File: config.mk
export PLATFORM = sky130hd
export DESIGN_NAME = i2c_xact_seq
export DESIGN_NICKNAME = d
export VERILOG_FILES = /design/src/rtl/i2c_seq_pkg.sv /design/src/rtl/i2c_seq_timer.sv /design/src/rtl/i2c_seq_count.sv /design/src/rtl/i2c_xact_seq.sv
export SDC_FILE = /design/constraint.sdc
export NUM_CORES = 1
export LEC_CHECK = 0
export CAP_MARGIN = 40
export CORE_MARGIN = 5
export CORE_UTILIZATION = 25
export CTS_CLUSTER_SIZE = 20
export DETAILED_ROUTE_END_ITERATION = 10
export PLACE_DENSITY_LB_ADDON = 0.08
export SYNTH_ARGS = -nofsm -noshare
export SYNTH_HDL_FRONTEND = slang
export SYNTH_SLANG_ARGS = --single-unit
File: constraint.sdc
create_clock -name clk -period 1.9 [get_ports clk]
set_input_delay 0.285 -clock clk [delete_from_list [all_inputs] [get_ports clk]]
set_output_delay 0.285 -clock clk [all_outputs]
set_load 0.02 [all_outputs]
File: src/rtl/i2c_seq_pkg.sv
// Shared types for the I2C transaction sequencer.
// Assumes 7-bit addressing and byte-wide payload.
package i2c_seq_pkg;
    localparam int BYTE_W = 8;
    localparam int ADDR_W = 7;
    localparam logic [BYTE_W-1:0] NO_REG = 8'hFF;

    typedef enum logic [1:0] {
        OP_START = 2'd0,
        OP_STOP  = 2'd1,
        OP_WRITE = 2'd2,
        OP_READ  = 2'd3
    } bus_op_e;

    typedef enum logic [2:0] {
        S_IDLE,
        S_ISSUE,
        S_WAIT,
        S_FETCH,
        S_RDHOLD,
        S_BUSERR
    } seq_state_e;

    typedef enum logic [2:0] {
        PH_START,
        PH_WADDR,
        PH_REG,
        PH_RSTART,
        PH_RADDR,
        PH_WDATA,
        PH_RDATA,
        PH_STOP
    } seq_phase_e;
endpackage

File: src/rtl/i2c_seq_timer.sv
// Wait-budget counter: counts cycles while run is high, clears when it drops.
// expired is high in the last allowed cycle of a wait (count TMO_CYC-1).
// Assumes TMO_CYC >= 2.
module i2c_seq_timer #(
    parameter int TMO_CYC = 1000
) (
    input  logic clk,
    input  logic rst_n,
    input  logic run,
    output logic expired
);
    localparam int CW = $clog2(TMO_CYC + 1);
    localparam logic [CW-1:0] LAST = CW'(TMO_CYC - 1);

    logic [CW-1:0] cnt;

    // Count wait cycles, restart whenever the wait ends.
    always_ff @(posedge clk) begin
        if (!rst_n || !run) begin
            cnt <= '0;
        end else if (cnt != LAST) begin
            cnt <= cnt + 1'b1;
        end
    end

    // Flag the final cycle of the budget.
    always_comb expired = run && (cnt == LAST);

    p_cnt_bound_r8: assert property (@(posedge clk) disable iff (!rst_n)
        cnt <= LAST);
    p_restart_r12: assert property (@(posedge clk) disable iff (!rst_n)
        !run |=> (cnt == '0));
endmodule

File: src/rtl/i2c_seq_count.sv
// Remaining-payload counter: loaded with the request length, decremented
// per byte moved. Assumes no decrement at zero.
module i2c_seq_count #(
    parameter int LEN_W = 8
) (
    input  logic             clk,
    input  logic             rst_n,
    input  logic             load,
    input  logic [LEN_W-1:0] load_val,
    input  logic             dec,
    output logic             is_zero,
    output logic             is_one
);
    logic [LEN_W-1:0] rem;

    // Hold the number of payload bytes still to move.
    always_ff @(posedge clk) begin
        if (!rst_n) begin
            rem <= '0;
        end else if (load) begin
            rem <= load_val;
        end else if (dec) begin
            rem <= rem - 1'b1;
        end
    end

    // Decode the two counts the sequencer branches on.
    always_comb begin
        is_zero = (rem == '0);
        is_one  = (rem == LEN_W'(1));
    end

    p_no_underflow_r2: assert property (@(posedge clk) disable iff (!rst_n)
        (dec && !load) |-> (rem != '0));
endmodule

File: src/rtl/i2c_xact_seq.sv
// I2C register-access transaction sequencer.
// Turns one request into a string of byte-level commands for a bit engine,
// waits for a completion event after each one, and reports a result.
// Assumes the engine answers each command with exactly one ev_done pulse,
// and ignores ev_done when no command is outstanding.
module i2c_xact_seq
    import i2c_seq_pkg::*;
#(
    parameter int LEN_W   = 8,
    parameter int TMO_CYC = 1000
) (
    input  logic              clk,
    input  logic              rst_n,
    input  logic              req_valid,
    output logic              req_ready,
    input  logic [ADDR_W-1:0] req_addr,
    input  logic [BYTE_W-1:0] req_reg,
    input  logic              req_read,
    input  logic [LEN_W-1:0]  req_len,
    input  logic              req_raw,
    input  logic              wr_valid,
    output logic              wr_ready,
    input  logic [BYTE_W-1:0] wr_data,
    output logic              rd_valid,
    input  logic              rd_ready,
    output logic [BYTE_W-1:0] rd_data,
    output logic              cmd_valid,
    output logic [1:0]        cmd_op,
    output logic [BYTE_W-1:0] cmd_byte,
    output logic              cmd_nack,
    input  logic              ev_done,
    input  logic              ev_nack,
    input  logic [BYTE_W-1:0] ev_byte,
    output logic              bus_recover,
    output logic              done,
    output logic              ok
);
    seq_state_e        state;
    seq_phase_e        phase;
    logic [ADDR_W-1:0] addr_q;
    logic [BYTE_W-1:0] reg_q;
    logic [BYTE_W-1:0] tx_q;
    logic [BYTE_W-1:0] rx_q;
    logic              read_q;
    logic              skip_q;
    logic              ok_q;
    logic              done_q;
    logic              okout_q;

    logic accept;
    logic tmo_hit;
    logic len_zero;
    logic len_one;
    logic cnt_dec;
    logic ack_ok;

    // Request handshake and completion qualifier.
    always_comb begin
        req_ready = (state == S_IDLE);
        accept    = req_valid && req_ready;
        ack_ok    = ev_done && !ev_nack;
        cnt_dec   = (state == S_WAIT && phase == PH_WDATA && ack_ok) ||
                    (state == S_RDHOLD && rd_ready);
    end

    i2c_seq_timer #(.TMO_CYC(TMO_CYC)) u_timer (
        .clk     (clk),
        .rst_n   (rst_n),
        .run     (state == S_WAIT),
        .expired (tmo_hit)
    );

    i2c_seq_count #(.LEN_W(LEN_W)) u_count (
        .clk      (clk),
        .rst_n    (rst_n),
        .load     (accept),
        .load_val (req_len),
        .dec      (cnt_dec),
        .is_zero  (len_zero),
        .is_one   (len_one)
    );

    // Drive the engine command from the current phase.
    always_comb begin
        cmd_valid = (state == S_ISSUE);
        cmd_nack  = 1'b0;
        cmd_byte  = '0;
        unique case (phase)
            PH_START, PH_RSTART: cmd_op = OP_START;
            PH_STOP:             cmd_op = OP_STOP;
            PH_RDATA: begin
                cmd_op   = OP_READ;
                cmd_nack = len_one;
            end
            PH_WADDR: begin
                cmd_op   = OP_WRITE;
                cmd_byte = {addr_q, 1'b0};
            end
            PH_RADDR: begin
                cmd_op   = OP_WRITE;
                cmd_byte = {addr_q, 1'b1};
            end
            PH_REG: begin
                cmd_op   = OP_WRITE;
                cmd_byte = reg_q;
            end
            default: begin
                cmd_op   = OP_WRITE;
                cmd_byte = tx_q;
            end
        endcase
    end

    // Stream and status outputs.
    always_comb begin
        wr_ready    = (state == S_FETCH);
        rd_valid    = (state == S_RDHOLD);
        rd_data     = rx_q;
        bus_recover = (state == S_BUSERR);
        done        = done_q;
        ok          = okout_q;
    end

    // Sequence the transaction phases.
    always_ff @(posedge clk) begin
        if (!rst_n) begin
            state   <= S_IDLE;
            phase   <= PH_START;
            addr_q  <= '0;
            reg_q   <= '0;
            tx_q    <= '0;
            rx_q    <= '0;
            read_q  <= 1'b0;
            skip_q  <= 1'b0;
            ok_q    <= 1'b0;
            done_q  <= 1'b0;
            okout_q <= 1'b0;
        end else begin
            done_q <= 1'b0;
            unique case (state)
                S_IDLE: begin
                    if (accept) begin
                        addr_q <= req_addr;
                        reg_q  <= req_reg;
                        read_q <= req_read;
                        skip_q <= req_raw && (req_reg == NO_REG);
                        ok_q   <= 1'b0;
                        phase  <= PH_START;
                        state  <= S_ISSUE;
                    end
                end
                S_ISSUE: state <= S_WAIT;
                S_FETCH: begin
                    if (wr_valid) begin
                        tx_q  <= wr_data;
                        state <= S_ISSUE;
                    end
                end
                S_RDHOLD: begin
                    if (rd_ready) begin
                        state <= S_ISSUE;
                        if (len_one) begin
                            ok_q  <= 1'b1;
                            phase <= PH_STOP;
                        end else begin
                            phase <= PH_RDATA;
                        end
                    end
                end
                S_BUSERR: begin
                    done_q  <= 1'b1;
                    okout_q <= 1'b0;
                    state   <= S_IDLE;
                end
                S_WAIT: begin
                    if (ev_done) begin
                        state <= S_ISSUE;
                        if (ev_nack && phase inside {PH_WADDR, PH_REG, PH_RADDR, PH_WDATA}) begin
                            ok_q  <= 1'b0;
                            phase <= PH_STOP;
                        end else begin
                            unique case (phase)
                                PH_START: phase <= (read_q && skip_q) ? PH_RADDR : PH_WADDR;
                                PH_WADDR: begin
                                    if (!skip_q) begin
                                        phase <= PH_REG;
                                    end else if (len_zero) begin
                                        ok_q  <= 1'b1;
                                        phase <= PH_STOP;
                                    end else begin
                                        phase <= PH_WDATA;
                                        state <= S_FETCH;
                                    end
                                end
                                PH_REG: begin
                                    if (len_zero) begin
                                        ok_q  <= 1'b1;
                                        phase <= PH_STOP;
                                    end else if (read_q) begin
                                        phase <= PH_RSTART;
                                    end else begin
                                        phase <= PH_WDATA;
                                        state <= S_FETCH;
                                    end
                                end
                                PH_RSTART: phase <= PH_RADDR;
                                PH_RADDR: begin
                                    if (len_zero) begin
                                        ok_q  <= 1'b1;
                                        phase <= PH_STOP;
                                    end else begin
                                        phase <= PH_RDATA;
                                    end
                                end
                                PH_WDATA: begin
                                    if (len_one) begin
                                        ok_q  <= 1'b1;
                                        phase <= PH_STOP;
                                    end else begin
                                        state <= S_FETCH;
                                    end
                                end
                                PH_RDATA: begin
                                    rx_q  <= ev_byte;
                                    state <= S_RDHOLD;
                                end
                                default: begin
                                    done_q  <= 1'b1;
                                    okout_q <= ok_q;
                                    state   <= S_IDLE;
                                end
                            endcase
                        end
                    end else if (tmo_hit) begin
                        state <= S_BUSERR;
                    end
                end
                default: state <= S_IDLE;
            endcase
        end
    end

    p_accept_idle_r10: assert property (@(posedge clk) disable iff (!rst_n)
        (req_valid && req_ready) |=> !req_ready);
    p_cmd_pulse_r2: assert property (@(posedge clk) disable iff (!rst_n)
        cmd_valid |=> !cmd_valid);
    p_recover_done_r8: assert property (@(posedge clk) disable iff (!rst_n)
        bus_recover |=> (done && !ok));
    p_rd_hold_r11: assert property (@(posedge clk) disable iff (!rst_n)
        (rd_valid && !rd_ready) |=> (rd_valid && $stable(rd_data)));
    p_done_idle_r9: assert property (@(posedge clk) disable iff (!rst_n)
        done |-> req_ready);
    p_done_pulse_r9: assert property (@(posedge clk) disable iff (!rst_n)
        done |=> !done);
endmodule

==> metrics, run 1 <==
status=complete, no violations; most frequently used flop master after synthesis=sky130_fd_sc_hd__dfxtp_1; quantity of I/O buffers inserted on ports=73; Vert. Die Dim=126 µm; deepest level of the CTS H-tree=3; Synth Warn #=0; worst hold path cell count=2; portion of synthesized cell area occupied by the leading cell type=0.359; post-synthesis average cell area=8.07 µm²; netlist area before placement=3350 µm²; worst clock skew=0.00712 ns; first-pass GRT wire length=16900 µm; final hold viol count=0; share of synthesized area occupied by flip-flops and latches=0.359; highest clock rate=547 MHz; core area=13200 µm²; remaining max-slew budget at the tightest pin=0.735; number of core rows=42; non-filler cells, final=712; total power density per cell area=875 nW/µm²; Synth Register Bits=60; final weighted congestion in routability-driven placement=0.848; total number of vias=3282; top cell type by total area after synthesis=sky130_fd_sc_hd__dfxtp_1; number of DRC violations after detailed-routing iteration 0=124; clock latency on the worst-skew pair=0.33 ns; data required time of the worst path=1.62 ns; pin count of the biggest net entering global routing=37; Net Count, Synth=467; count of TritonRoute iterations in the first routing pass=4; class of the tightest hold or removal check=flop to flop; CTS tree=yes; top cells by count, synth=88 x sky130_fd_sc_hd__nand2_1, 60 x sky130_fd_sc_hd__dfxtp_1, 27 x sky130_fd_sc_hd__nor2_1; GRT met1 Usage=0.171; flop2flop setup slack=0.11 ns; global routing met2 resource utilization=0.211; largest fanout on the critical path=6; routed length per placed instance=14.1 µm; Netlist cell types=62; largest vdd supply drop=0.000405 V; post-synthesis instance total=415; Tightest Pin Transition=0.395 ns; ranking of synthesized cells by area=sky130_fd_sc_hd__dfxtp_1 36%, sky130_fd_sc_hd__nand2_1 9.9%, sky130_fd_sc_hd__a21boi_0 5.8%, sky130_fd_sc_hd__o21ai_0 3.7%, sky130_fd_sc_hd__mux2i_1 3.3%; final slew viol count=0; total routed wirelength=10000 µm; via count of the first global-routing pass=3295; Remaining DRCs=0; crit start category=flop; maximum buffer depth of the clock tree=2; GRT busiest layer=met2; DP HPWL=7730 µm; antenna diode count=0; RSZ-0062 raised after global routing=true; top-count cell post-synth=sky130_fd_sc_hd__nand2_1; R2R cell count=7; CP Capture Point=cmd_byte[1]; number of nets in the layout=583; total track usage=0.130; Final min period=1.83 ns; Die Footprint=15800 µm²; Critical Path AT=1.54 ns; source of the worst register-to-register timing path=phase[2]; end of the worst register-to-register path=rd_data[3]; Inserted Clock Buffers=9; Static Leak=0.00192 µW; share of layout cells above drive strength 1=0.205; final cycle utilization of the critical path=0.962; Routed Antenna Nets=0; critical path startpoint=phase[2]; ys async rst share=0; setup violation total in the final timing report=0; die boundary width=126 µm; Clock Sinks=60; number of fill cells in the layout=1373; clock tree root buffer cell=sky130_fd_sc_hd__clkbuf_16; io pins=74; Setup Crit Path Kind=flop to primary output; number of synthesized flops with an enable pin=0; Setup crit end kind=primary output; max-capacitance violation count=0; met3 usage=0.0305; number of antenna violations at the first check in global routing=0; GR Overflow Total=0; effective utilization at floorplan=0.254; placed insts=694; Via-to-Cell Ratio=4.61; post-CTS clock slew at the launch and capture registers of the worst setup and hold paths=0.05 ns; worst setup slack before clock tree synthesis=-0.154 ns; fin worst setup slack=0.0721 ns; post-synthesis to final-layout area growth=47.6%
timing repair:
action	in CTS	in global routing
endpoints found under the setup margin	24	30
resized for setup	50	29
pin swaps	0	1
hold buffers	0	0
setup buffers	0	2
registers in the layout (all words and copies together) (netlist names), 3 cells and up:
signal,cells
tx_q,8
addr_q,7
u_count.rem,8
phase,3
state,3
reg_q,8
u_timer.cnt,10
rd_data,8
routing by layer:
metal  share of wire  up-vias
li1                -     1691
met3           0.040       14
met4           0.015        0
met1            0.48     1512
met2            0.46       65
met5               0        -
worst max-delay path, stage by stage (launching register included):
cell	delay, ns
sky130_fd_sc_hd__dfxtp_4	0.37
sky130_fd_sc_hd__buf_6	0.12
sky130_fd_sc_hd__mux2_2	0.33
sky130_fd_sc_hd__a22oi_1	0.14
sky130_fd_sc_hd__o21ai_1	0.10
sky130_fd_sc_hd__buf_2	0.17
where the power goes:
group	switching [µW]	leakage (µW)	internal, µW	total [µW]
Combinational	663	0.00130	657	1320
Clock	555	0.000135	1010	1570
Sequential	79.7	0.000489	1350	1430
Total	1300	0.00192	3030	4320
cell usage in the layout, fill, tap and decap left out, types with 9 or more instances in the layout:
| master | Yosys | final |
|---|---|---|
| sky130_fd_sc_hd__a21boi_0 | 26 | 26 |
| sky130_fd_sc_hd__a21oi_1 | 11 | 11 |
| sky130_fd_sc_hd__buf_4 | 1 | 55 |
| sky130_fd_sc_hd__clkbuf_16 | 0 | 9 |
| sky130_fd_sc_hd__clkdlybuf4s50_1 | 0 | 57 |
| sky130_fd_sc_hd__dfxtp_1 | 60 | 57 |
| sky130_fd_sc_hd__mux2i_1 | 11 | 11 |
| sky130_fd_sc_hd__nand2_1 | 88 | 88 |
| sky130_fd_sc_hd__nor2_1 | 27 | 26 |
| sky130_fd_sc_hd__nor2b_1 | 13 | 13 |
| sky130_fd_sc_hd__o21ai_0 | 25 | 20 |
through the flow:
stage / hold slack [ns] / total power [µW] / util / cell area (µm²) / TNS (ns)
detailed placement: 0.465 / 2750 / 0.350 / 4620 / -1.21
global placement: 0.459 / 2750 / 0.350 / 4620 / -1.25
finish: 0.467 / 4320 / 0.375 / 4940 / 0
CTS: 0.473 / 4350 / 0.370 / 4880 / -0.165
floorplan: 0.430 / 2170 / - / 3350 / 0
global route: 0.484 / 4590 / 0.375 / 4940 / -0.0400
area by class of cell:
| type | count | area, µm² | area share |
|---|---|---|---|
| clock buffers | 14 | 244 | 0.0494 |
| clock inverters | 2 | 35.0 | 0.00709 |
| inverters | 7 | 26.3 | 0.00532 |
| multi-input cells | 320 | 2040 | 0.412 |
| flip-flops and latches | 60 | 1210 | 0.244 |
| well taps | 176 | 220 | 0.0446 |
| repair buffers | 133 | 1170 | 0.237 |
worst min path at each step:
stage,startpoint,end,slack [ns]
after floorplan,req_addr[0],addr_q[0],0.43
after global placement,addr_q[5],addr_q[5],0.46
after detailed placement,tx_q[0],tx_q[0],0.47
after CTS,tx_q[0],tx_q[0],0.47
after global routing,tx_q[0],tx_q[0],0.48
final,tx_q[0],tx_q[0],0.47
cells by family after synthesis:
group                    Yosys count  share of synthesized area
AO/OA/AOI/OAI                    105                      0.219
XOR/XNOR                           7                     0.0183
adder cells (fa/ha/maj)            4                     0.0149
buffers and inverters             35                     0.0523
flip-flops                        60                      0.359
multiplexers                      17                     0.0531
AND/OR/NAND/NOR                  187                      0.283
No activity file was read; power rests on OpenSTA's default activity.
==> run 2: changes to the inputs <==
--- a/config.mk
+++ b/config.mk
@@ -6,6 +6,8 @@
 export NUM_CORES = 1
 export LEC_CHECK = 0
 export CAP_MARGIN = 40
+export CELL_PAD_IN_SITES_DETAIL_PLACEMENT = 1
+export CELL_PAD_IN_SITES_GLOBAL_PLACEMENT = 1
 export CORE_MARGIN = 5
 export CORE_UTILIZATION = 25
 export CTS_CLUSTER_SIZE = 20
==> run 2 against run 1 <==
Compared with the run above:
- critical path depth is 1 higher
- clock skew is 0.0025 ns higher
- first-iteration DRC count is 15% lower
- sequential power hardly changed
- maximum frequency is 2.0% lower
- non-clock buffer count is 1 higher
- cell area is 1.7% higher
- setup slack worse by 0.038 ns
- die area stayed put
- sequential cell count stayed put
- largest cell class unchanged
==> metrics, run 2 (synthesis gave the netlist of run 1 again) <==
status=complete, no violations; routed length per placed instance=15.6 µm; core area=13200 µm²; post-CTS clock slew at the launch and capture registers of the worst setup and hold paths=0.06 ns; Via-to-Cell Ratio=4.71; Setup crit end kind=primary output; highest clock rate=536 MHz; Fin Setup TNS=0 ns; reported net switching power=1420 µW; final cycle utilization of the critical path=0.982; number of DRC violations after detailed-routing iteration 0=106; total routed wirelength=11100 µm; DP HPWL=8450 µm; Setup Crit Path Kind=flop to primary output; die boundary width=126 µm; final hold viol count=0; count of TritonRoute iterations in the first routing pass=4; Placed Instance Area=4620 µm²; total number of vias=3359; pin count of the biggest net entering global routing=37; Static Leak=0.00197 µW; number of flip-flops in the largest register=10; maximum buffer depth of the clock tree=2; number of nets in the layout=584; Clock Sinks=60; io pins=74; Die Footprint=15800 µm²; setup violation total in the final timing report=0; final std cell area, no fill=5030 µm²; Vert. Die Dim=126 µm; largest vdd supply drop=0.000412 V; Net Sw Frac=0.306; clock power share=0.393; final slew viol count=0; Final min period=1.87 ns; total power density per cell area=921 nW/µm²; cell internal power dissipation=3210 µW; deepest level of the CTS H-tree=3; max-capacitance violation count=0; number of fill cells in the layout=1554; clock tree root buffer cell=sky130_fd_sc_hd__clkbuf_16; number of antenna violations at the first check in global routing=0; Routed Antenna Nets=0; GR Overflow Total=0; most frequent standard cell in the layout excluding fill and tap cells=sky130_fd_sc_hd__nand2_1; antenna diode count=0; combinational fraction of design power=0.295; quantity of I/O buffers inserted on ports=73; Remaining DRCs=0; CTS tree=yes; number of hold buffers added after cts=0; largest fanout on the critical path=5; total power after layout=4630 µW; class of the tightest hold or removal check=flop to flop; worst setup slack before clock tree synthesis=-0.178 ns; commonest non-fill, non-tap cells in the layout=88 x sky130_fd_sc_hd__nand2_1, 57 x sky130_fd_sc_hd__buf_4, 57 x sky130_fd_sc_hd__clkdlybuf4s50_1; worst clock skew=0.00964 ns; fin worst setup slack=0.0342 ns; effective utilization at floorplan=0.254; number of core rows=42; post-synthesis to final-layout area growth=50.1%; RSZ-0062 raised after global routing=true; remaining max-slew budget at the tightest pin=0.715; final weighted congestion in routability-driven placement=0.753; share of layout cells above drive strength 1=0.225; post-layout utilization of the core=0.381; Critical Path AT=1.58 ns; data required time of the worst path=1.62 ns; crit start category=flop; Tightest Pin Transition=0.423 ns; largest register by flop count=u_timer.cnt; Inserted Clock Buffers=9; total track usage=0.141; first-pass GRT wire length=18100 µm; via count of the first global-routing pass=3600; clock latency on the worst-skew pair=0.34 ns; proportion of power drawn by flip-flops and latches=0.312
[run 2: critical path, cell delays in order, from the launching register on]
cell                      delay (ns)
sky130_fd_sc_hd__dfxtp_4        0.35
sky130_fd_sc_hd__buf_4          0.16
sky130_fd_sc_hd__buf_4          0.13
sky130_fd_sc_hd__xor2_1         0.14
sky130_fd_sc_hd__a21oi_1        0.09
sky130_fd_sc_hd__o21ai_1        0.19
sky130_fd_sc_hd__buf_4          0.18
[run 2: layer usage]
layer / share of wire / vias up / GRT usage
li1: - / 1696 / -
met1: 0.47 / 1594 / 0.180
met2: 0.48 / 57 / 0.234
met3: 0.037 / 12 / 0.0313
met4: 0.014 / 0 / 0.0497
met5: 0 / - / 0
[run 2: cell type report]
type / instances / area, µm² / area share
flip-flops and latches: 60 / 1210 / 0.241
clock inverters: 6 / 86.3 / 0.0172
repair buffers: 134 / 1190 / 0.236
clock buffers: 10 / 239 / 0.0475
multi-input cells: 320 / 2060 / 0.409
well taps: 176 / 220 / 0.0438
inverters: 7 / 26.3 / 0.00523
[run 2: power groups by stage]
stage / Combinational (µW) / Sequential, µW / Clock (µW)
floorplan: 727 / 1440 / 0
global placement: 1300 / 1460 / 0
detailed placement: 1320 / 1460 / 0
CTS: 1320 / 1440 / 1870
global route: 1510 / 1460 / 1920
finish: 1370 / 1450 / 1820
[run 2: worst paths after layout]
check,endpoint,start,depth (start not counted),slack (ns)
setup / recovery,cmd_byte[6],phase[2],6,0.03
hold / removal,tx_q[1],tx_q[1],2,0.47
setup reg to reg,ok_q,state[1],6,0.08
hold reg to reg,tx_q[1],tx_q[1],2,0.47
[run 2: repair_timing]
action,4_1_cts,5_1_grt
gates cloned,0,1
endpoints found under the setup margin,25,21
setup buffers,0,2
gates resized for setup,63,25
pin swaps,0,1
[run 2: stage by stage]
step           hold WS (ns)  instances
2_1_floorplan         0.430        415
3_3_place_gp          0.459        694
3_5_place_dp          0.468        694
4_1_cts               0.476        710
5_1_grt               0.508        713
6_report              0.471        713
==> run 3: changes to the inputs <==
--- a/config.mk
+++ b/config.mk
@@ -10,7 +10,7 @@
 export CELL_PAD_IN_SITES_GLOBAL_PLACEMENT = 1
 export CORE_MARGIN = 5
 export CORE_UTILIZATION = 25
-export CTS_CLUSTER_SIZE = 20
+export CTS_CLUSTER_SIZE = 25
 export DETAILED_ROUTE_END_ITERATION = 10
 export PLACE_DENSITY_LB_ADDON = 0.08
 export SYNTH_ARGS = -nofsm -noshare
==> results of run 3 <==
Same layout as run 2: the final DEF is identical, and so are final timing and power.
